<file path="src/rtl/result_port_pkg.sv">
package result_port_pkg;

    typedef enum logic [3:0] {
        ST_IDLE,
        ST_WAIT_SEND,
        ST_ARMED,
        ST_HI_LOAD,
        ST_HI_HOLD,
        ST_HI_GAP,
        ST_LO_LOAD,
        ST_LO_HOLD,
        ST_DONE
    } xfer_state_e;

endpackage

</file>
<file path="src/rtl/xfer_trigger.sv">
module xfer_trigger (
    input  logic clk,
    input  logic rst_n,
    input  logic mode_i,
    input  logic new_result_i,
    input  logic idle_i,
    output logic start_o
);

    logic mode_q;
    logic pend_q;
    logic pend_d;
    logic mode_rise;
    logic want;

    assign mode_rise = mode_i & ~mode_q;
    assign want      = mode_rise | pend_q;
    // A latch in progress postpones the start by at least one tick.
    assign start_o   = idle_i & want & ~new_result_i;

    always_comb begin
        pend_d = pend_q;
        if (!idle_i) begin
            pend_d = 1'b0;
        end else if (start_o) begin
            pend_d = 1'b0;
        end else if (want || (new_result_i && mode_i)) begin
            pend_d = 1'b1;
        end
    end

    always_ff @(posedge clk or negedge rst_n) begin
        if (!rst_n) begin
            mode_q <= 1'b1;
            pend_q <= 1'b0;
        end else begin
            mode_q <= mode_i;
            pend_q <= pend_d;
        end
    end


    deferred_start_chk: assert property (@(posedge clk) disable iff (!rst_n)
        (idle_i && new_result_i) |-> !start_o);

endmodule

</file>
<file path="src/rtl/result_hold.sv">
module result_hold #(
    parameter int DATA_W = 12,
    parameter int BYTE_W = 8
) (
    input  logic              clk,
    input  logic              rst_n,
    input  logic              load_i,
    input  logic [DATA_W-1:0] data_i,
    input  logic              pol_i,
    input  logic              ovr_i,
    output logic [BYTE_W-1:0] hi_byte_o,
    output logic [BYTE_W-1:0] lo_byte_o
);

    localparam int HI_BITS = DATA_W - BYTE_W;
    localparam int HI_USED = HI_BITS + 2;

    logic [DATA_W-1:0] data_q;
    logic              pol_q;
    logic              ovr_q;

    always_ff @(posedge clk or negedge rst_n) begin
        if (!rst_n) begin
            data_q <= '0;
            pol_q  <= 1'b0;
            ovr_q  <= 1'b0;
        end else if (load_i) begin
            data_q <= data_i;
            pol_q  <= pol_i;
            ovr_q  <= ovr_i;
        end
    end

    generate
        if (HI_USED < BYTE_W) begin : g_pad
            assign hi_byte_o = {{(BYTE_W-HI_USED){1'b0}}, ovr_q, pol_q, data_q[DATA_W-1:BYTE_W]};
        end else begin : g_full
            assign hi_byte_o = {ovr_q, pol_q, data_q[DATA_W-1:BYTE_W]};
        end
    endgenerate

    assign lo_byte_o = data_q[BYTE_W-1:0];

endmodule

</file>
<file path="src/rtl/xfer_fsm.sv">
module xfer_fsm
    import result_port_pkg::*;
(
    input  logic clk,
    input  logic rst_n,
    input  logic start_i,
    input  logic send_i,
    output logic idle_o,
    output logic ce_n_o,
    output logic hb_n_o,
    output logic lb_n_o,
    output logic hi_drive_o,
    output logic lo_drive_o
);

    xfer_state_e state_q;
    xfer_state_e state_d;
    logic        fall_q;

    // fall_q high: the coming edge is an internal-clock fall edge.
    always_ff @(posedge clk or negedge rst_n) begin
        if (!rst_n) begin
            state_q <= ST_IDLE;
            fall_q  <= 1'b0;
        end else begin
            state_q <= state_d;
            fall_q  <= ~fall_q;
        end
    end

    always_comb begin
        state_d = state_q;
        unique case (state_q)
            ST_IDLE:      if (start_i)            state_d = ST_WAIT_SEND;
            ST_WAIT_SEND: if (fall_q && send_i)   state_d = ST_ARMED;
            ST_ARMED:                             state_d = ST_HI_LOAD;
            ST_HI_LOAD:   if (!fall_q)            state_d = ST_HI_HOLD;
            ST_HI_HOLD:   if (fall_q && send_i)   state_d = ST_HI_GAP;
            ST_HI_GAP:                            state_d = ST_LO_LOAD;
            ST_LO_LOAD:   if (!fall_q)            state_d = ST_LO_HOLD;
            ST_LO_HOLD:   if (fall_q && send_i)   state_d = ST_DONE;
            ST_DONE:                              state_d = ST_IDLE;
            default:                              state_d = ST_IDLE;
        endcase
    end

    always_comb begin
        ce_n_o     = 1'b1;
        hb_n_o     = 1'b1;
        lb_n_o     = 1'b1;
        hi_drive_o = 1'b0;
        lo_drive_o = 1'b0;
        unique case (state_q)
            ST_HI_LOAD: begin
                ce_n_o     = 1'b0;
                hb_n_o     = 1'b0;
                hi_drive_o = 1'b1;
            end
            ST_HI_HOLD: begin
                hb_n_o     = 1'b0;
                hi_drive_o = 1'b1;
            end
            ST_HI_GAP: begin
                hb_n_o = 1'b0;
            end
            ST_LO_LOAD: begin
                ce_n_o     = 1'b0;
                lb_n_o     = 1'b0;
                lo_drive_o = 1'b1;
            end
            ST_LO_HOLD: begin
                lb_n_o     = 1'b0;
                lo_drive_o = 1'b1;
            end
            ST_DONE: begin
                lb_n_o = 1'b0;
            end
            default: begin
                ce_n_o = 1'b1;
            end
        endcase
    end

    assign idle_o = (state_q == ST_IDLE);


    hi_load_len_chk: assert property (@(posedge clk) disable iff (!rst_n)
        (state_q == ST_HI_LOAD && $past(state_q) != ST_HI_LOAD) |=> state_q == ST_HI_LOAD);


    lo_load_len_chk: assert property (@(posedge clk) disable iff (!rst_n)
        (state_q == ST_LO_LOAD && $past(state_q) != ST_LO_LOAD) |=> state_q == ST_LO_LOAD);


    hi_stall_chk: assert property (@(posedge clk) disable iff (!rst_n)
        (state_q == ST_HI_HOLD && !send_i) |=> state_q == ST_HI_HOLD);


    wait_send_chk: assert property (@(posedge clk) disable iff (!rst_n)
        (state_q == ST_WAIT_SEND && !send_i) |=> state_q == ST_WAIT_SEND);


    lo_after_hi_chk: assert property (@(posedge clk) disable iff (!rst_n)
        (state_q == ST_LO_LOAD && $past(state_q) != ST_LO_LOAD) |-> $past(state_q) == ST_HI_GAP);

endmodule

</file>
<file path="src/rtl/bus_select.sv">
module bus_select #(
    parameter int BYTE_W = 8
) (
    input  logic              mode_i,
    input  logic              idle_i,
    input  logic              ce_n_i,
    input  logic              hben_n_i,
    input  logic              lben_n_i,
    input  logic              fsm_ce_n,
    input  logic              fsm_hb_n,
    input  logic              fsm_lb_n,
    input  logic              fsm_hi_drv,
    input  logic              fsm_lo_drv,
    input  logic [BYTE_W-1:0] hi_byte_i,
    input  logic [BYTE_W-1:0] lo_byte_i,
    output logic              ce_n_o,
    output logic              hben_n_o,
    output logic              lben_n_o,
    output logic              ctl_oe_o,
    output logic [BYTE_W-1:0] bus_o,
    output logic              bus_oe_o
);

    logic active;
    logic pick_hi;
    logic pick_lo;

    assign active   = mode_i | ~idle_i;
    assign ctl_oe_o = active;
    assign ce_n_o   = fsm_ce_n;
    assign hben_n_o = fsm_hb_n;
    assign lben_n_o = fsm_lb_n;

    always_comb begin
        if (active) begin
            pick_hi = fsm_hi_drv;
            pick_lo = fsm_lo_drv;
        end else begin
            pick_hi = ~ce_n_i & ~hben_n_i;
            pick_lo = ~ce_n_i & hben_n_i & ~lben_n_i;
        end
    end

    assign bus_oe_o = pick_hi | pick_lo;
    assign bus_o    = pick_hi ? hi_byte_i : (pick_lo ? lo_byte_i : '0);

endmodule

</file>
<file path="src/rtl/result_byte_port.sv">
module result_byte_port #(
    parameter int DATA_W = 12,
    parameter int BYTE_W = 8
) (
    input  logic              clk,
    input  logic              rst_n,
    input  logic              mode_i,
    input  logic              send_i,
    input  logic              new_result_i,
    input  logic [DATA_W-1:0] conv_data_i,
    input  logic              conv_pol_i,
    input  logic              conv_ovr_i,
    input  logic              ce_n_i,
    input  logic              hben_n_i,
    input  logic              lben_n_i,
    output logic              ce_n_o,
    output logic              hben_n_o,
    output logic              lben_n_o,
    output logic              ctl_oe_o,
    output logic [BYTE_W-1:0] bus_o,
    output logic              bus_oe_o
);

    logic              idle;
    logic              start;
    logic              f_ce_n;
    logic              f_hb_n;
    logic              f_lb_n;
    logic              f_hi;
    logic              f_lo;
    logic [BYTE_W-1:0] hi_byte;
    logic [BYTE_W-1:0] lo_byte;

    xfer_trigger u_trig (
        .clk          (clk),
        .rst_n        (rst_n),
        .mode_i       (mode_i),
        .new_result_i (new_result_i),
        .idle_i       (idle),
        .start_o      (start)
    );

    result_hold #(.DATA_W(DATA_W), .BYTE_W(BYTE_W)) u_hold (
        .clk       (clk),
        .rst_n     (rst_n),
        .load_i    (new_result_i & idle),
        .data_i    (conv_data_i),
        .pol_i     (conv_pol_i),
        .ovr_i     (conv_ovr_i),
        .hi_byte_o (hi_byte),
        .lo_byte_o (lo_byte)
    );

    xfer_fsm u_fsm (
        .clk        (clk),
        .rst_n      (rst_n),
        .start_i    (start),
        .send_i     (send_i),
        .idle_o     (idle),
        .ce_n_o     (f_ce_n),
        .hb_n_o     (f_hb_n),
        .lb_n_o     (f_lb_n),
        .hi_drive_o (f_hi),
        .lo_drive_o (f_lo)
    );

    bus_select #(.BYTE_W(BYTE_W)) u_bus (
        .mode_i     (mode_i),
        .idle_i     (idle),
        .ce_n_i     (ce_n_i),
        .hben_n_i   (hben_n_i),
        .lben_n_i   (lben_n_i),
        .fsm_ce_n   (f_ce_n),
        .fsm_hb_n   (f_hb_n),
        .fsm_lb_n   (f_lb_n),
        .fsm_hi_drv (f_hi),
        .fsm_lo_drv (f_lo),
        .hi_byte_i  (hi_byte),
        .lo_byte_i  (lo_byte),
        .ce_n_o     (ce_n_o),
        .hben_n_o   (hben_n_o),
        .lben_n_o   (lben_n_o),
        .ctl_oe_o   (ctl_oe_o),
        .bus_o      (bus_o),
        .bus_oe_o   (bus_oe_o)
    );


    held_frozen_chk: assert property (@(posedge clk) disable iff (!rst_n)
        !idle |=> $stable({hi_byte, lo_byte}));


    direct_quiet_chk: assert property (@(posedge clk) disable iff (!rst_n)
        (!ctl_oe_o && ce_n_i) |-> !bus_oe_o);


    enables_excl_chk: assert property (@(posedge clk) disable iff (!rst_n)
        !(!hben_n_o && !lben_n_o));

endmodule

</file>
<file path="config.mk">
export PLATFORM = sky130hd
export DESIGN_NAME = result_byte_port
export DESIGN_NICKNAME = d
export VERILOG_FILES = /design/src/rtl/result_port_pkg.sv /design/src/rtl/xfer_trigger.sv /design/src/rtl/result_hold.sv /design/src/rtl/xfer_fsm.sv /design/src/rtl/bus_select.sv /design/src/rtl/result_byte_port.sv
export SDC_FILE = /design/constraint.sdc
export NUM_CORES = 1
export LEC_CHECK = 0
export BUFFER_PORTS_ARGS = -buffer_cell sky130_fd_sc_hd__buf_2
export CAP_MARGIN = 5
export CORE_MARGIN = 5
export CORE_UTILIZATION = 44
export DETAILED_ROUTE_END_ITERATION = 10
export PLACE_DENSITY = 0.77
export REMOVE_ABC_BUFFERS = 1
export SLEW_MARGIN = 25
export SYNTH_ARGS = -nofsm -noshare
export SYNTH_HDL_FRONTEND = slang
export SYNTH_SLANG_ARGS = --single-unit
</file>
<file path="constraint.sdc">
create_clock -name clk -period 1.3 [get_ports clk]
set_input_delay 0.195 -clock clk [delete_from_list [all_inputs] [get_ports clk]]
set_output_delay 0.195 -clock clk [all_outputs]
set_load 0.005 [all_outputs]
</file>
**Word-level counts from Yosys, hierarchy flattened**

Index checks and enable logic that the tools add are counted.

- Register bits after elaboration: 21

- Reduce and logical (&&, ||, !) cells: 10
- Mux-type cells: 19
- Bitwise operators: 17
- Equality and inequality tests: 15

Operators by type and width:

| kind | number |
|---|---|
| case mux 4 bit (8 select lines) | 1 |
| two-way mux 4 bit | 6 |
| equality test 4 x 3 -> 1 bit, second input constant | 4 |
| two-way mux 8 bit | 2 |
| two-way mux 1 bit | 10 |
| equality test 4 x 2 -> 1 bit, second input constant | 2 |
| != test 2 x 1 -> 1 bit, second input constant | 4 |
| bitwise AND 1 bit | 7 |
| inverter 1 bit | 7 |
| AND reduction 6 bit | 1 |
| OR reduction 2 bit | 3 |
| OR reduction 3 bit | 2 |
| equality test 4 x 1 -> 1 bit, second input constant | 1 |
| equality test 4 bit, second input constant | 1 |
| logical NOT 4 bit | 1 |
| != test 2 bit, second input constant | 2 |
| != test 3 x 1 -> 1 bit, second input constant | 1 |
| OR 1 bit | 3 |
| logical AND 1 bit | 2 |
| logical OR 1 bit | 1 |

**Depth between registers and ports, before layout**

Gate-level depths: netlist (run 1).

- Depth in word-level cells: 7
- Mapped depth: 5
- Depth with buffers taken out: 4

**Modules after synthesis**

From an unflattened synthesis (run 1), not the netlist that was laid out.

- Cells, all modules: 123
- Area, all modules: 1,262.5 sq um

By module, submodules not included:

| module | sequential area each (sq um) | cells each | area an instance (sq um) | instances |
|---|---|---|---|---|
| result_hold | 350.3 | 34 | 553.0 | 1 |
| xfer_fsm | 125.1 | 45 | 372.9 | 1 |
| bus_select | 0.0 | 37 | 249.0 | 1 |
| xfer_trigger | 51.3 | 6 | 81.3 | 1 |
| result_byte_port | 0.0 | 1 | 6.3 | 1 |

**Worst setup path after synthesis (run 1)**

Ideal clock, no wire load.

- Path kind: register -> output
- From: register u_fsm.state_q[2]
- To: output bus_o[0]
- Data arrival time: 1.278 ns
- Path slack: -0.173 ns
- Path buffers: 1
- Stages on the path, launching flop included: 6
- Cells stage by stage: dfrtp_1 -> buf_2 -> nor2b_1 -> nand2_1 -> a21oi_1 -> a22o_1

- Longest elaborated chain between the ends: 6
- Elaborated cells between the ends (all ways): 15
- Those cells by class: eq/ne (4); mux (6); bitwise (2); reduce/logical (3)

RTL lines:

| item | line | source |
|---|---|---|
| start: declaration | xfer_fsm.sv:16 | `xfer_state_e state_q;` |
| start signal: assignment | xfer_fsm.sv:26 | `state_q <= state_d;` |
| equality test 4 x 3 -> 1 bit / logical NOT 4 bit (equally long branches) | xfer_fsm.sv:53, xfer_fsm.sv:84 |  |
| OR reduction 2 bit (no line) / inverter 1 bit (equally long branches) | - |  |
| two-way mux 1 bit / OR 1 bit (equally long branches) | xfer_fsm.sv:53, bus_select.sv:28 |  |
| two-way mux 1 bit | bus_select.sv:35 | `if (active) begin` |
| two-way mux 8 bit | bus_select.sv:45 | `assign bus_o = pick_hi ? hi_byte_i : (pick_lo ? lo_byte_i : '0);` |
| two-way mux 8 bit * | bus_select.sv:45 |  |
| end: declaration | result_byte_port.sv:20 | `output logic [BYTE_W-1:0] bus_o,` |

Mark *: on every way between the ends. The rest lies on a longest branch, timed or not.

**Worst setup path after layout (run 1)**

- From: register u_fsm.state_q[1]
- To: output bus_oe_o

- Longest elaborated chain between the ends: 5
- Elaborated cells between the ends (all ways): 14
- Those cells by class: eq/ne (4); mux (4); bitwise (3); reduce/logical (3)

RTL lines:

| item | line | source |
|---|---|---|
| equality test 4 x 2 -> 1 bit (tied with other cells) | xfer_fsm.sv:53 | `unique case (state_q)` |
| OR reduction 2 bit (no line) / inverter 1 bit (equally long branches) | - |  |
| two-way mux 1 bit / OR 1 bit (equally long branches) | xfer_fsm.sv:53, bus_select.sv:28 |  |
| two-way mux 1 bit | bus_select.sv:35 |  |
| OR 1 bit * | bus_select.sv:44 | `assign bus_oe_o = pick_hi \| pick_lo;` |
| end: declaration | result_byte_port.sv:21 | `output logic bus_oe_o` |

Marked as above.

==> out/metrics.yaml, run 1 <==
rsz0062_at_grt: "true"
synth-async-reset-ratio_pct: 100.0
drc_violations_left: 0
violated_checks: "negative setup slack"
netlist_top_cells_area: "sky130_fd_sc_hd__dfrtp_1 45%, sky130_fd_sc_hd__mux2_4 12%, sky130_fd_sc_hd__mux2_2 5.1%"
synth_ff_type: "sky130_fd_sc_hd__dfrtp_1"
synth_fa_ha_area_share_pct: 0
tns_ns: -10.39
pin_count_of_the_biggest_net_entering_global_routing: 22
postPlaceCellArea_mm2: 0.001371
run_status: "finished with violations"
synth_edf_count: 0
area_growth_syn_to_layout_pct: 38.37
critPathCaptureType: "output pin"
clk_transition_reported_paths_ns: 0.11
die_w_um: 60.05
cts.path.max_buffers: 2
slew-limit-headroom_pct: 68.86
synth_compound_area_share_pct: 14.53
drv.max_cap_violation_count: 0
leakage_uw: 0.0007673
fin_skew_ns: 0.002959
synth.lib_cells_used.distinct: 35
yosysSeqAreaShare_pct: 47.79
synthesis.instances: 93
drive_gt1_share_pct: 60.14
worstPathArrival_ns: 1.66
worst_setup_path_start_kind: "flop"
pin_count: 35
required_ns: 1.11
design.final.nets: 166
xor_xnor_portion_of_the_synthesized_cell_area_pct: 0.7946
power.density_cell_area_mw_per_mm2: 2320
worst_setup_margin_ns: -0.5599
timing.setup.critical_path_class: "reg -> out"
critical_path_cell_by_cell: "nor2b_4, nand2_2, a21oi_1, buf_4, or2_2, buf_2"
via_count: 943
drt-wirelength-per-cell_um: 15.71
routed_wirelength_um: 2718
largest_area_contributor_in_the_netlist: "sky130_fd_sc_hd__dfrtp_1"
fin_crit_sh_pct: 143.1
synthesized_flop_and_latch_total: 21
first_global_vias: 1016
grt.overflow.total: 0
initial_utilization_pct: 45.32
yosysWarningCount: 0
grt.total_usage_pct: 16.57
die_h_um: 60.05
timing.critical_path.slowest_cell_delay_ns: 0.47
syn_avg_cell_area_um2: 11.85
ir_drop_uv: 1373
clk-insertion-delay-late_ns: 0.30
die_area_mm2: 0.003606
synth_commonest_cells: "20 x sky130_fd_sc_hd__dfrtp_1, 9 x sky130_fd_sc_hd__mux2_4, 7 x sky130_fd_sc_hd__nand2_1, 6 x sky130_fd_sc_hd__a22o_1"
power_uw: 3538
clockRootBuffer: "sky130_fd_sc_hd__clkbuf_4"
yosys.area_share.simple_pct: 15.21
number_of_antenna_repair_diodes: 0
netlist.area_leader.share_pct: 45.40
min_delay_path_depth: 2
worst-slew-pin-transition_ns: 0.4670
grt_antenna_before_repair: 0
yosys.cell_count.top_type: "sky130_fd_sc_hd__dfrtp_1"
depth_of_the_most_critical_reg_to_reg_path: 5
tritoncts: "built"
netlist_area_mm2: 0.001102
finalHoldViolCount: 0
combinational_family_with_the_most_area_after_synthesis: "multiplexers"
critPathMaxFanout: 7
worst_path_max_delay_cell: "sky130_fd_sc_hd__dfrtp_2"
final_area_mm2: 0.001525
timing.final.setup_violations: 29
dpl.hpwl_um: 1907
highest_clock_rate_ghz: 0.5377
multiplexer_area_fraction_after_synthesis_pct: 17.37
ant_nets: 0
routed_via_density: 5.451
period_minus_slack_ns: 1.860
core_region_area_mm2: 0.002432
finalMaxSlewViolations: 0
numClockSinks: 21
place_congestion: 0.8054
detail_route.first_pass.iterations: 4
placementRows: 18
drt_iter0_markers: 37
timing.hold.worst.class: "in -> reg"
total_clock_buffers_created_by_cts: 3
number_of_h_tree_branching_levels: 1
buffer_ports.inserted: 34
first_pass_grt_wire_length_um: 4471
[cell usage in the layout (no fill, tap or decap), drive strengths merged]
cell and n:
clkbuf 4, dfrtp 20, a31oi 2, o21ai 3, nand2 7, o311ai 1, or3b 1, nor2 5
a21oi 4, and2 2, or2 1, dlygate4sd3 1, a221oi 1, xnor2 1, or3 1, nor4 1
a211o 1, a22o 6, inv 3, nor2b 2, nor4b 1, o21bai 1, nand3b 1, mux2 14
dfstp 1, nor3 3, nand2b 1, o22ai 1, and4 1, buf 50, a32oi 1, a21o 1
[final cells by class]
type / instances / area (um^2)
fill: 207 / 907.1
multi-input combinational: 64 / 588.1
sequential: 21 / 530.5
timing repair buffer: 51 / 329.1
tap: 30 / 37.54
clock buffer: 4 / 26.28
inverter: 3 / 13.76
[registers in the layout, indices dropped and copies added, names as in the netlist]
| name | count |
|---|---|
| u_hold.pol_q | 1 |
| u_fsm.fall_q | 1 |
| u_hold.ovr_q | 1 |
| u_fsm.state_q | 4 |
| u_trig.pend_q | 1 |
| u_trig.mode_q | 1 |
| u_hold.data_q | 12 |
[critical path: cells and delay by family, from the launching register on]
family | cells | cell delay (ns)
and+or+nand+nor | 3 | 0.51
DFF | 1 | 0.47
buffers and inverters | 2 | 0.30
AOI/OAI and AO/OA | 1 | 0.07
[power by group]
part           total, uW  switching, uW  internal (uW)
clock                311            192            120
sequential          1170            232            939
combinational       2060            854           1200
total               3540           1280           2260
[final timing paths]
check                            startpoint                to  slack [ns]
max                        u_fsm.state_q[1]          bus_oe_o       -0.56
min                          conv_data_i[4]  u_hold.data_q[4]        0.11
max reg2reg                u_fsm.state_q[0]  u_hold.data_q[9]       -0.31
min reg2reg                u_hold.data_q[2]  u_hold.data_q[2]        0.52
max in group asynchronous             rst_n  u_fsm.state_q[2]        0.58
min in group asynchronous             rst_n      u_fsm.fall_q        0.37
[stage by stage]
| stage | setup WS [ns] | utilization (%) | std cells | hold WS [ns] |
|---|---|---|---|---|
| finish | -0.5599 | 62.71 | 173 | 0.1127 |
| CTS | -0.5181 | 60.08 | 172 | 0.1038 |
| global placement | -0.2231 | 56.38 | 165 | 0.1642 |
| detailed placement | -0.2471 | 56.38 | 165 | 0.1761 |
| global route | -0.6360 | 62.71 | 173 | 0.09190 |
| floorplan | -0.2279 | - | 88 | -0.1006 |
[what timing repair did]
item	4_1_cts	5_1_grt
pin swaps	3	6
hold buffers	1	0
gates resized for setup	14	15
hold endpoints to repair	20	0
setup buffers	3	3
endpoints found under the setup margin	29	30
[metal layers]
metal | vias to the layer above | part of all wire, % | global-route usage [%]
li1 | 440 | - | -
met2 | 48 | 50 | 27.93
met3 | 9 | 7.7 | 3.672
met1 | 446 | 40 | 20.49
met4 | 0 | 2.0 | 6.329
met5 | - | 0 | 0
[logic make-up (layout without fill, tap and decap cells)]
logic type | count (synthesis) | count (layout)
xor gates and xnor gates | 1 | 1
muxes | 14 | 14
and+or+nand+nor | 27 | 27
buffers and inverters | 8 | 58
DFF | 21 | 21
AOI/OAI and AO/OA | 22 | 22
Power figures use the tool's default switching activity.
==> run 2: changes to the inputs <==
Settings changed: CORE_MARGIN 5 to 2.
==> run 2 against run 1 <==
  * The run still ends with negative setup slack left
  * Power increased by 8.1%
  * Sequential share of layout area shrank 2.0 points
  * Worst setup slack got worse by 0.011 ns
  * Wire length increased by 13%
  * Flip-flop and latch count stayed put
  * Combinational power up 15%
  * Fmax fell by 0.57%
  * Clock power is essentially flat
  * Via count up 4.9%
  * Critical endpoint is now bus_o[0]
  * Highest routed layer unchanged
==> out/metrics.yaml, run 2 (synthesized netlist as in run 1, its figures left out) <==
area_growth_syn_to_layout_pct: 46.99
initial_utilization_pct: 45.32
critPathCaptureType: "output pin"
leakage_uw: 0.0008310
die_h_um: 54.05
first_global_vias: 930
finalMaxSlewViolations: 0
drc_violations_left: 0
violated_checks: "negative setup slack"
clk_transition_reported_paths_ns: 0.12
pre_cts_slack_ns: -0.2595
pin_count_of_the_biggest_net_entering_global_routing: 22
largest_register_ffs: 12
detail_route.first_pass.iterations: 4
slew-limit-headroom_pct: 68.04
timing.setup.critical_path_class: "reg -> out"
critPathMaxFanout: 7
drv.max_cap_violation_count: 0
die_area_mm2: 0.002921
drive_gt1_share_pct: 63.40
ff2ff_setup_slack_ns: -0.26
tritoncts: "built"
first_pass_grt_wire_length_um: 4140
required_ns: 1.11
dpl.hpwl_um: 1866
largest_registers: "u_hold.data_q: 12 flops, u_fsm.state_q: 4 flops"
depth_of_the_most_critical_reg_to_reg_path: 5
number_of_antenna_repair_diodes: 0
fin_crit_sh_pct: 143.9
worstPathArrival_ns: 1.68
timing.final.setup_violations: 31
placementRows: 18
grt_antenna_before_repair: 0
multiInputGateArea_um2: 611.8
worst-slew-pin-transition_ns: 0.4794
ant_nets: 0
highest_clock_rate_ghz: 0.5346
critical-path-top-delay-family: "flip-flops"
worst_r2r_endpoint: "u_hold.data_q[1]"
cp_num_buf_inv: 3
crit_path_end: "bus_o[0]"
placed_cells: 165
drt_iter0_markers: 9
numClockSinks: 21
period_minus_slack_ns: 1.871
worst_setup_path_start_kind: "flop"
fin_skew_ns: 0.003373
run_status: "finished with violations"
place_congestion: 0.7979
cts.path.max_buffers: 2
design.final.nets: 176
setup.worst_path.start: "u_fsm.state_q[2]"
worst_path_max_delay_cell: "sky130_fd_sc_hd__dfrtp_2"
routed_via_density: 5.404
power.density_cell_area_mw_per_mm2: 2362
worst_setup_margin_ns: -0.5705
worst_reg2reg_path_startpoint: "u_fsm.state_q[2]"
buffer_ports.inserted: 34
final_common_cell: "sky130_fd_sc_hd__buf_2"
clockRootBuffer: "sky130_fd_sc_hd__clkbuf_4"
grt.overflow.total: 0
ir_drop_uv: 1428
largest_register: "u_hold.data_q"
routed_wirelength_um: 3076
cp_num_cells: 7
drt-wirelength-per-cell_um: 16.81
filler_cell_count: 193
timing.hold.worst.class: "in -> reg"
finalHoldViolCount: 0
critical-path-top-cell-by-count: "sky130_fd_sc_hd__buf_4"
layoutNonFillerInstCount: 183
timing.critical_path.slowest_cell_delay_ns: 0.47
grt.total_usage_pct: 19.78
seqCellArea_um2: 531.8
clk-insertion-delay-late_ns: 0.29
via_count: 989
number_of_h_tree_branching_levels: 1
most-common-layout-cells: "34 x sky130_fd_sc_hd__buf_2, 18 x sky130_fd_sc_hd__buf_4, 16 x sky130_fd_sc_hd__dfrtp_1, 9 x sky130_fd_sc_hd__mux2_4"
core_region_area_mm2: 0.002432
total_clock_buffers_created_by_cts: 3
pin_count: 35
critical_path_cell_by_cell: "buf_4, nor2b_4, nand2_2, a21oi_1, buf_4, a22o_1, buf_2"
rsz0062_at_grt: "true"
die_w_um: 54.05
run 2: layer usage:
layer,vias up,track usage [%],share of wire [%]
met5,-,0,0
met4,0,5.000,1.6
met3,6,2.222,4.2
met2,37,36.79,53
met1,485,24.11,41
li1,461,-,-
run 2: what timing repair did:
| item | in CTS | in global routing |
|---|---|---|
| setup buffers | 5 | 8 |
| pin swaps | 3 | 8 |
| gates resized for setup | 16 | 14 |
| hold buffers | 1 | 0 |
| endpoints found under the setup margin | 30 | 32 |
| endpoints found under the hold margin | 20 | 0 |
| gates cloned | 0 | 1 |
run 2: worst reg2reg max path, stage by stage (launching register included):
cell and delay [ns]:
sky130_fd_sc_hd__dfrtp_2 0.47, sky130_fd_sc_hd__nor3_4 0.21, sky130_fd_sc_hd__buf_4 0.14, sky130_fd_sc_hd__buf_6 0.11
sky130_fd_sc_hd__nand3b_4 0.18, sky130_fd_sc_hd__mux2_4 0.35
run 2: worst min-delay path by stage:
stage | start | end | slack, ns | cells after the start
floorplan | rst_n | u_fsm.fall_q | -0.10 | 0
global placement | rst_n | u_fsm.fall_q | 0.17 | 1
detailed placement | rst_n | u_trig.pend_q | 0.18 | 1
CTS | conv_pol_i | u_hold.pol_q | 0.12 | 2
global route | conv_data_i[9] | u_hold.data_q[9] | 0.11 | 2
finish | conv_data_i[2] | u_hold.data_q[2] | 0.12 | 2
run 2: through the flow:
step                hold slack, ns  util (%)  TNS (ns)  area [um^2]  total power [uW]
finish                      0.1214     66.62    -10.31         1620              3826
global route                0.1061     66.62    -12.29         1620              4063
CTS                         0.1196     61.27    -10.48         1490              3397
detailed placement          0.1793     56.38    -5.699         1371              2876
global placement            0.1732     56.38    -4.811         1371              2814
floorplan                  -0.1006         -    -4.476         1066              2114
run 2: layout make-up:
class	instances	share of cell area, %
multi-input combinational	65	37.76
sequential	21	32.82
tap	30	2.317
clock inverter	1	0.3089
timing repair buffer	60	24.56
inverter	3	0.8494
clock buffer	3	1.390
run 2: report_power, final:
group / internal (uW) / leakage (uW) / total [uW] / switching (uW)
logic: 1390 / 0.000567 / 2360 / 963
registers: 938 / 0.000246 / 1160 / 222
clock network: 114 / 0.0000177 / 310 / 196
total: 2450 / 0.000831 / 3830 / 1380
